--- config.mk ---
export PLATFORM = sky130hd
export DESIGN_NAME = dram_bank_decoder
export DESIGN_NICKNAME = d
export VERILOG_FILES = /design/src/rtl/bankdec_pkg.sv /design/src/rtl/addr_field_dec.sv /design/src/rtl/bank_slot.sv /design/src/rtl/dram_bank_decoder.sv
export SDC_FILE = /design/constraint.sdc
export NUM_CORES = 1
export LEC_CHECK = 0
export BUFFER_PORTS_ARGS = -buffer_cell sky130_fd_sc_hd__clkbuf_2
export CAP_MARGIN = 15
export CORE_MARGIN = 2
export CORE_UTILIZATION = 56
export CTS_CLUSTER_DIAMETER = 60
export DETAILED_ROUTE_END_ITERATION = 8
export PLACE_DENSITY_LB_ADDON = 0.1
export RECOVER_POWER = 25
export SYNTH_ARGS = -nofsm -noshare
export SYNTH_HDL_FRONTEND = slang
export SYNTH_SLANG_ARGS = --single-unit
export TNS_END_PERCENT = 20
--- constraint.sdc ---
create_clock -name clk -period 5.23 [get_ports clk]
set_input_delay 0.523 -clock clk [delete_from_list [all_inputs] [get_ports clk]]
set_output_delay 0.523 -clock clk [all_outputs]
set_load 0.02 [all_outputs]
--- src/rtl/bankdec_pkg.sv ---
package bankdec_pkg;

    typedef enum logic [2:0] {
        CMD_NOP = 3'd0,
        CMD_ACT = 3'd1,
        CMD_RD  = 3'd2,
        CMD_WR  = 3'd3,
        CMD_PRE = 3'd4,
        CMD_MRS = 3'd5
    } cmd_e;

    // Position of the dual-role address bit (auto precharge / all banks).
    localparam int AP_BIT = 8;

endpackage

--- src/rtl/addr_field_dec.sv ---
module addr_field_dec #(
    parameter int ADDR_W = 13,
    parameter int COL_W  = 7
) (
    input  logic [ADDR_W-1:0] addr,
    input  logic              wide_row,
    output logic [COL_W-1:0]  col,
    output logic              auto_pre,
    output logic [ADDR_W-1:0] row
);
    import bankdec_pkg::*;

    localparam int NARROW_W = ADDR_W - 1;

    always_comb begin
        // Split column field: A9 above A7..A2, A8 skipped.
        col      = {addr[AP_BIT+1], addr[AP_BIT-1:2]};
        auto_pre = addr[AP_BIT];
        if (wide_row)
            row = addr;
        else
            row = {1'b0, addr[NARROW_W-1:0]};
    end

endmodule

--- src/rtl/bank_slot.sv ---
module bank_slot #(
    parameter int ROW_W = 13
) (
    input  logic             clk,
    input  logic             rst_n,
    input  logic             open_en,
    input  logic             close_en,
    input  logic [ROW_W-1:0] row_in,
    output logic             open_o,
    output logic [ROW_W-1:0] row_o
);

    typedef struct packed {
        logic             open;
        logic [ROW_W-1:0] row;
    } slot_t;

    slot_t slot_d, slot_q;

    always_comb begin
        slot_d = slot_q;
        if (open_en) begin
            slot_d.open = 1'b1;
            slot_d.row  = row_in;
        end else if (close_en) begin
            slot_d.open = 1'b0;
        end
    end

    always_ff @(posedge clk) begin
        if (!rst_n) slot_q <= '0;
        else        slot_q <= slot_d;
    end

    assign open_o = slot_q.open;
    assign row_o  = slot_q.row;

    // a bank can only open because of an ACTIVATE.
    p_open_needs_act_r2: assert property (@(posedge clk) disable iff (!rst_n)
        $rose(slot_q.open) |-> $past(open_en));

    // a stored row only moves on an accepted ACTIVATE.
    p_row_held_r8: assert property (@(posedge clk) disable iff (!rst_n)
        ($past(rst_n) && !$past(open_en)) |-> $stable(slot_q.row));

endmodule

--- src/rtl/dram_bank_decoder.sv ---
module dram_bank_decoder #(
    parameter int BANKS  = 8,
    parameter int ADDR_W = 13,
    parameter int COL_W  = 7
) (
    input  logic                    clk,
    input  logic                    rst_n,
    input  logic                    one_cs_i,
    input  logic [2:0]              cmd_i,
    input  logic [$clog2(BANKS)-1:0] ba_i,
    input  logic [ADDR_W-1:0]       addr_i,
    output logic [BANKS-1:0]        bank_open_o,
    output logic [BANKS*ADDR_W-1:0] rows_o,
    output logic                    col_valid_o,
    output logic [COL_W-1:0]        col_o,
    output logic                    auto_pre_o,
    output logic                    mrs_valid_o,
    output logic                    mrs_ext_o,
    output logic [ADDR_W-1:0]       mrs_data_o,
    output logic                    illegal_o
);
    import bankdec_pkg::*;

    localparam int BA_W = $clog2(BANKS);

    typedef struct packed {
        logic              strap;
        logic              col_valid;
        logic [COL_W-1:0]  col;
        logic              auto_pre;
        logic              mrs_valid;
        logic              mrs_ext;
        logic [ADDR_W-1:0] mrs_data;
        logic              illegal;
        logic [BA_W-1:0]   last_ba;
    } ctl_t;

    ctl_t ctl_d, ctl_q;

    logic [COL_W-1:0]  dec_col;
    logic              dec_ap;
    logic [ADDR_W-1:0] dec_row;
    logic [BANKS-1:0]  open_mask, close_mask, bank_open, sel_mask;
    cmd_e              cmd;

    addr_field_dec #(.ADDR_W(ADDR_W), .COL_W(COL_W)) i_field (
        .addr     (addr_i),
        .wide_row (ctl_q.strap),
        .col      (dec_col),
        .auto_pre (dec_ap),
        .row      (dec_row)
    );

    for (genvar b = 0; b < BANKS; b++) begin : g_bank
        bank_slot #(.ROW_W(ADDR_W)) i_slot (
            .clk      (clk),
            .rst_n    (rst_n),
            .open_en  (open_mask[b]),
            .close_en (close_mask[b]),
            .row_in   (dec_row),
            .open_o   (bank_open[b]),
            .row_o    (rows_o[b*ADDR_W +: ADDR_W])
        );
    end

    always_comb begin
        cmd        = cmd_e'(cmd_i);
        sel_mask   = {{(BANKS-1){1'b0}}, 1'b1} << ba_i;
        open_mask  = '0;
        close_mask = '0;
        ctl_d           = ctl_q;
        ctl_d.col_valid = 1'b0;
        ctl_d.mrs_valid = 1'b0;
        ctl_d.illegal   = 1'b0;
        ctl_d.last_ba   = ba_i;
        case (cmd)
            CMD_ACT: begin
                if (bank_open[ba_i]) ctl_d.illegal = 1'b1;
                else                 open_mask     = sel_mask;
            end
            CMD_RD, CMD_WR: begin
                if (!bank_open[ba_i]) begin
                    ctl_d.illegal = 1'b1;
                end else begin
                    ctl_d.col_valid = 1'b1;
                    ctl_d.col       = dec_col;
                    ctl_d.auto_pre  = dec_ap;
                    if (dec_ap) close_mask = sel_mask;
                end
            end
            CMD_PRE: begin
                if (addr_i[AP_BIT]) close_mask = '1;
                else                close_mask = sel_mask;
            end
            CMD_MRS: begin
                ctl_d.mrs_valid = 1'b1;
                ctl_d.mrs_ext   = ba_i[0];
                ctl_d.mrs_data  = addr_i;
            end
            default: ;
        endcase
    end

    always_ff @(posedge clk) begin
        if (!rst_n) begin
            ctl_q       <= '0;
            ctl_q.strap <= one_cs_i;
        end else begin
            ctl_q <= ctl_d;
        end
    end

    assign bank_open_o = bank_open;
    assign col_valid_o = ctl_q.col_valid;
    assign col_o       = ctl_q.col;
    assign auto_pre_o  = ctl_q.auto_pre;
    assign mrs_valid_o = ctl_q.mrs_valid;
    assign mrs_ext_o   = ctl_q.mrs_ext;
    assign mrs_data_o  = ctl_q.mrs_data;
    assign illegal_o   = ctl_q.illegal;

    // the strap is frozen once reset has been released.
    p_strap_fixed_r3: assert property (@(posedge clk) disable iff (!rst_n)
        $past(rst_n) |-> $stable(ctl_q.strap));

    // one command yields at most one kind of pulse.
    p_one_pulse_r4: assert property (@(posedge clk) disable iff (!rst_n)
        $countones({col_valid_o, mrs_valid_o, illegal_o}) <= 1);

    // an access with auto precharge leaves its bank closed.
    p_ap_closes_r5: assert property (@(posedge clk) disable iff (!rst_n)
        (col_valid_o && auto_pre_o) |-> !bank_open[ctl_q.last_ba]);

    // an access without auto precharge leaves its bank open.
    p_no_ap_keeps_r5: assert property (@(posedge clk) disable iff (!rst_n)
        (col_valid_o && !auto_pre_o) |-> bank_open[ctl_q.last_ba]);

    // a mode-register command leaves bank flags alone.
    p_mrs_no_change_r7: assert property (@(posedge clk) disable iff (!rst_n)
        (mrs_valid_o && $past(rst_n)) |-> bank_open == $past(bank_open));

    // a rejected command leaves bank flags alone.
    p_illegal_frozen_r8: assert property (@(posedge clk) disable iff (!rst_n)
        (illegal_o && $past(rst_n)) |-> bank_open == $past(bank_open));

endmodule

==> results.tsv <==
stage	metric	value	unit
run_status	status	finished clean	
floorplan	Initial Utilization	0.575	
yosys	post-synthesis sequential area ratio	0.493	
yosys	Yosys cell types	46	
global_routing	gr busiest metal	met2	
pwr	Leak	2.58	nW
global_routing	All-Layer GR Usage	0.279	
cells_and_area	nets@finish	728	
drt	DRT iter0 DRCs	250	
clock_tree	clk buf depth	2	
yosys	FF+latch count, synth	138	
cells_and_area	Fill cells	781	
drt	Post-DRT Antenna Nets	0	
timing	Hold Vio Cnt, Final	0	
timing	Slew HR	0.270	
global_routing	vias in the first global route	4425	
timing	skew final	0.00812	ns
pwr	Pwr Density	354	mW/mm^2
setup_path	CP Data Required Time	5.64	ns
setup_path	critical path class	in2reg	
setup_path	Worst Path Arrival	2.86	ns
clock_tree	depth of the CTS H-tree	4	
drt	# DRC	0	
floorplan	Die Area	0.0109	sq mm
timing	Slew Viols, Final	0	
timing	WHS	0.195	ns
yosys	cell area after synthesis	0.00562	sq mm
placed_design	Port Buffers	158	
clock_tree	CTS Hold Bufs	0	
clock_tree	CTS tree	done	
cells_and_area	Reg area	0.00277	sq mm
timing	Fmax	407	MHz
placed_design	GPL Wtd Cong	0.819	
clock_tree	Worst-Skew Late Latency	0.52	ns
drt	Avg WL per Cell	17.7	microns
drt	vias	4726	
floorplan	Die Span X	104	microns
timing	TNS Setup	0	ns
setup_path	CP Capture Type	flop	
global_routing	met1 GRT Util	0.352	
yosys	Async SR Flop Fraction	0	
clock_tree	CTS resizes	0	
drt	DR vias/cell	5.55	
setup_path	R2R setup slack	2.81	ns
cells_and_area	multi-input logic area	0.00256	sq mm
run	Max Cap Viol	0	
timing	crit share post-route	0.469	
global_routing	met2 Use GR	0.453	
timing	Worst Max-Slew Pin Slew	1.10	ns
global_routing	first-pass GRT wire length	23.7	mm
clock_tree	CTS Buf Count	17	
yosys	Cells after Synth	577	
drt	DR pass1 iterations	7	
clock_tree	Clock Sinks	138	
timing	final setup fails	0	
global_routing	Overflow after GRT	0	
floorplan	Die H	104	microns
yosys	Primary FF master, synth	dfxtp_1	
cells_and_area	antenna diode instance count	0	
clock_tree	Worst-path clk slew	0.06	ns
timing	unrepaired setup endpoints after global routing	no	
global_routing	largest net degree at the start of global routing	104	
clock_tree	CTS root buffer	clkbuf_8	
yosys	yosys warns	0	
setup_path	startpoint types	input pin	
cells_and_area	Area Growth Syn to Fin	22.1	%
pwr	Worst VDD drop	0.000192	V
global_routing	antenna violations before repair	0	
yosys	syn nets	599	
drt	final wirelength	15.1	mm
clock_tree	postcts setup bufs	0	
setup_path	crit-path max FO	18	
min_path	worst hold-check path type	in2reg	
floorplan	IO Count	159	
global_routing	M3 GR Usage	0.0733	
yosys	Post-synth EDFFs	1	
yosys	Post-Syn Area per Cell	9.74	sq um
timing	fin crit period	2.45	ns
floorplan	# rows	36	
floorplan	core box area	0.00977	sq mm
cells_and_area	fraction of layout cells with a size suffix above 1	0.199	
placed_design	Post-DP HPWL	9.81	mm
==> layer usage <==
metal  vias up  part of all wire
li1       2251                 -
met5         -                 0
met3        31             0.073
met2       203              0.48
met1      2241              0.41
met4         0             0.032
==> cells in the final DEF, fill, tap and decap left out, types with 3 or more instances in the layout <==
master,Yosys,routed
o221ai_1,12,12
and3_1,6,6
clkbuf_16,0,17
nor2_1,5,5
mux2i_1,102,102
a21oi_1,15,15
clkbuf_2,0,89
inv_6,0,3
nand3b_1,16,16
a22o_1,4,4
clkinv_4,0,3
clkbuf_1,30,68
nand3_1,34,34
nor3_1,3,3
o21ai_0,6,6
dfxtp_1,137,137
clkinvlp_4,0,3
nand2_1,144,144
nand2b_1,4,4
nor3b_1,4,4
buf_4,14,5
==> per-stage QoR <==
step                      power, mW  cell area [sq um]  worst slack, ns  utilization  cells
final                          2.43               6870             2.78        0.703    852
after global routing           2.50               6870             2.55        0.703    852
after CTS                      2.44               6940             2.76        0.710    851
after detailed placement       1.23               6330             2.24        0.647    819
after global placement         1.23               6330             2.29        0.647    819
after floorplan                1.19               5620             3.08            -    577
==> sequential cells by signal, summed over array words and instances (netlist names) <==
register	count
g_bank.i_slot.row_o	104
mrs_data_o	13
g_bank.i_slot.open_o	8
col_o	7
auto_pre_o	1
col_valid_o	1
ctl_d	1
illegal_o	1
mrs_ext_o	1
mrs_valid_o	1
==> synth_stat cells (2+ instances only) <==
cell type / count / area [sq um]
o21ai_0: 6 / 30.0
buf_1: 2 / 7.51
nor3b_1: 4 / 30.0
clkbuf_1: 30 / 113
nor3_1: 3 / 15.0
a21oi_1: 15 / 75.1
or2_2: 2 / 12.5
and2_1: 2 / 12.5
nand3_1: 34 / 170
nand2b_1: 4 / 25.0
nand3b_1: 16 / 120
mux2i_1: 102 / 1020
o221ai_1: 12 / 105
buf_6: 4 / 45.0
nor2_1: 5 / 18.8
a21oi_2: 2 / 17.5
and3_1: 6 / 37.5
a22o_1: 4 / 35.0
nand2_1: 144 / 541
dfxtp_1: 137 / 2740
nor2b_1: 2 / 12.5
buf_4: 14 / 105
buf_2: 3 / 15.0
o2bb2ai_1: 2 / 17.5
==> worst paths after layout <==
check,start,endpoint,cells past startpoint
hold reg to reg,mrs_data_o[5],mrs_data_o[5],2
setup / recovery,ba_i[1],auto_pre_o,5
hold / removal,one_cs_i,ctl_d[28],1
setup reg to reg,g_bank[0].i_slot.open_o,auto_pre_o,4
==> logic make-up (layout without fill, tap and decap cells) <==
kind of cell	count (synthesis)	after routing	share of synthesized area
AO/OA/AOI/OAI	53	53	0.0775
buffers and inverters	54	196	0.0514
multiplexers	103	103	0.184
flip-flops	138	138	0.493
AND/OR/NAND/NOR	229	229	0.194
==> critical path, cell delays in order <==
cell      delay [ns]
clkbuf_2        0.34
mux2i_1         0.19
a22oi_2         0.83
nand4_2         0.56
a31o_2          0.42
==> layout make-up <==
type                            instances  area share
Clock buffer                           19      0.0660
Clock inverter                         13      0.0230
Inverter                                1    0.000547
Multi-Input combinational cell        385       0.373
Sequential cell                       138       0.404
Tap cell                              133      0.0242
Timing Repair Buffer                  163       0.110
==> where the power goes <==
| part | internal (mW) | switching [mW] |
|---|---|---|
| Clock | 0.733 | 0.490 |
| Combinational | 0.0347 | 0.105 |
| Sequential | 1.06 | 0.00677 |
Power figures use the tool's default switching activity.
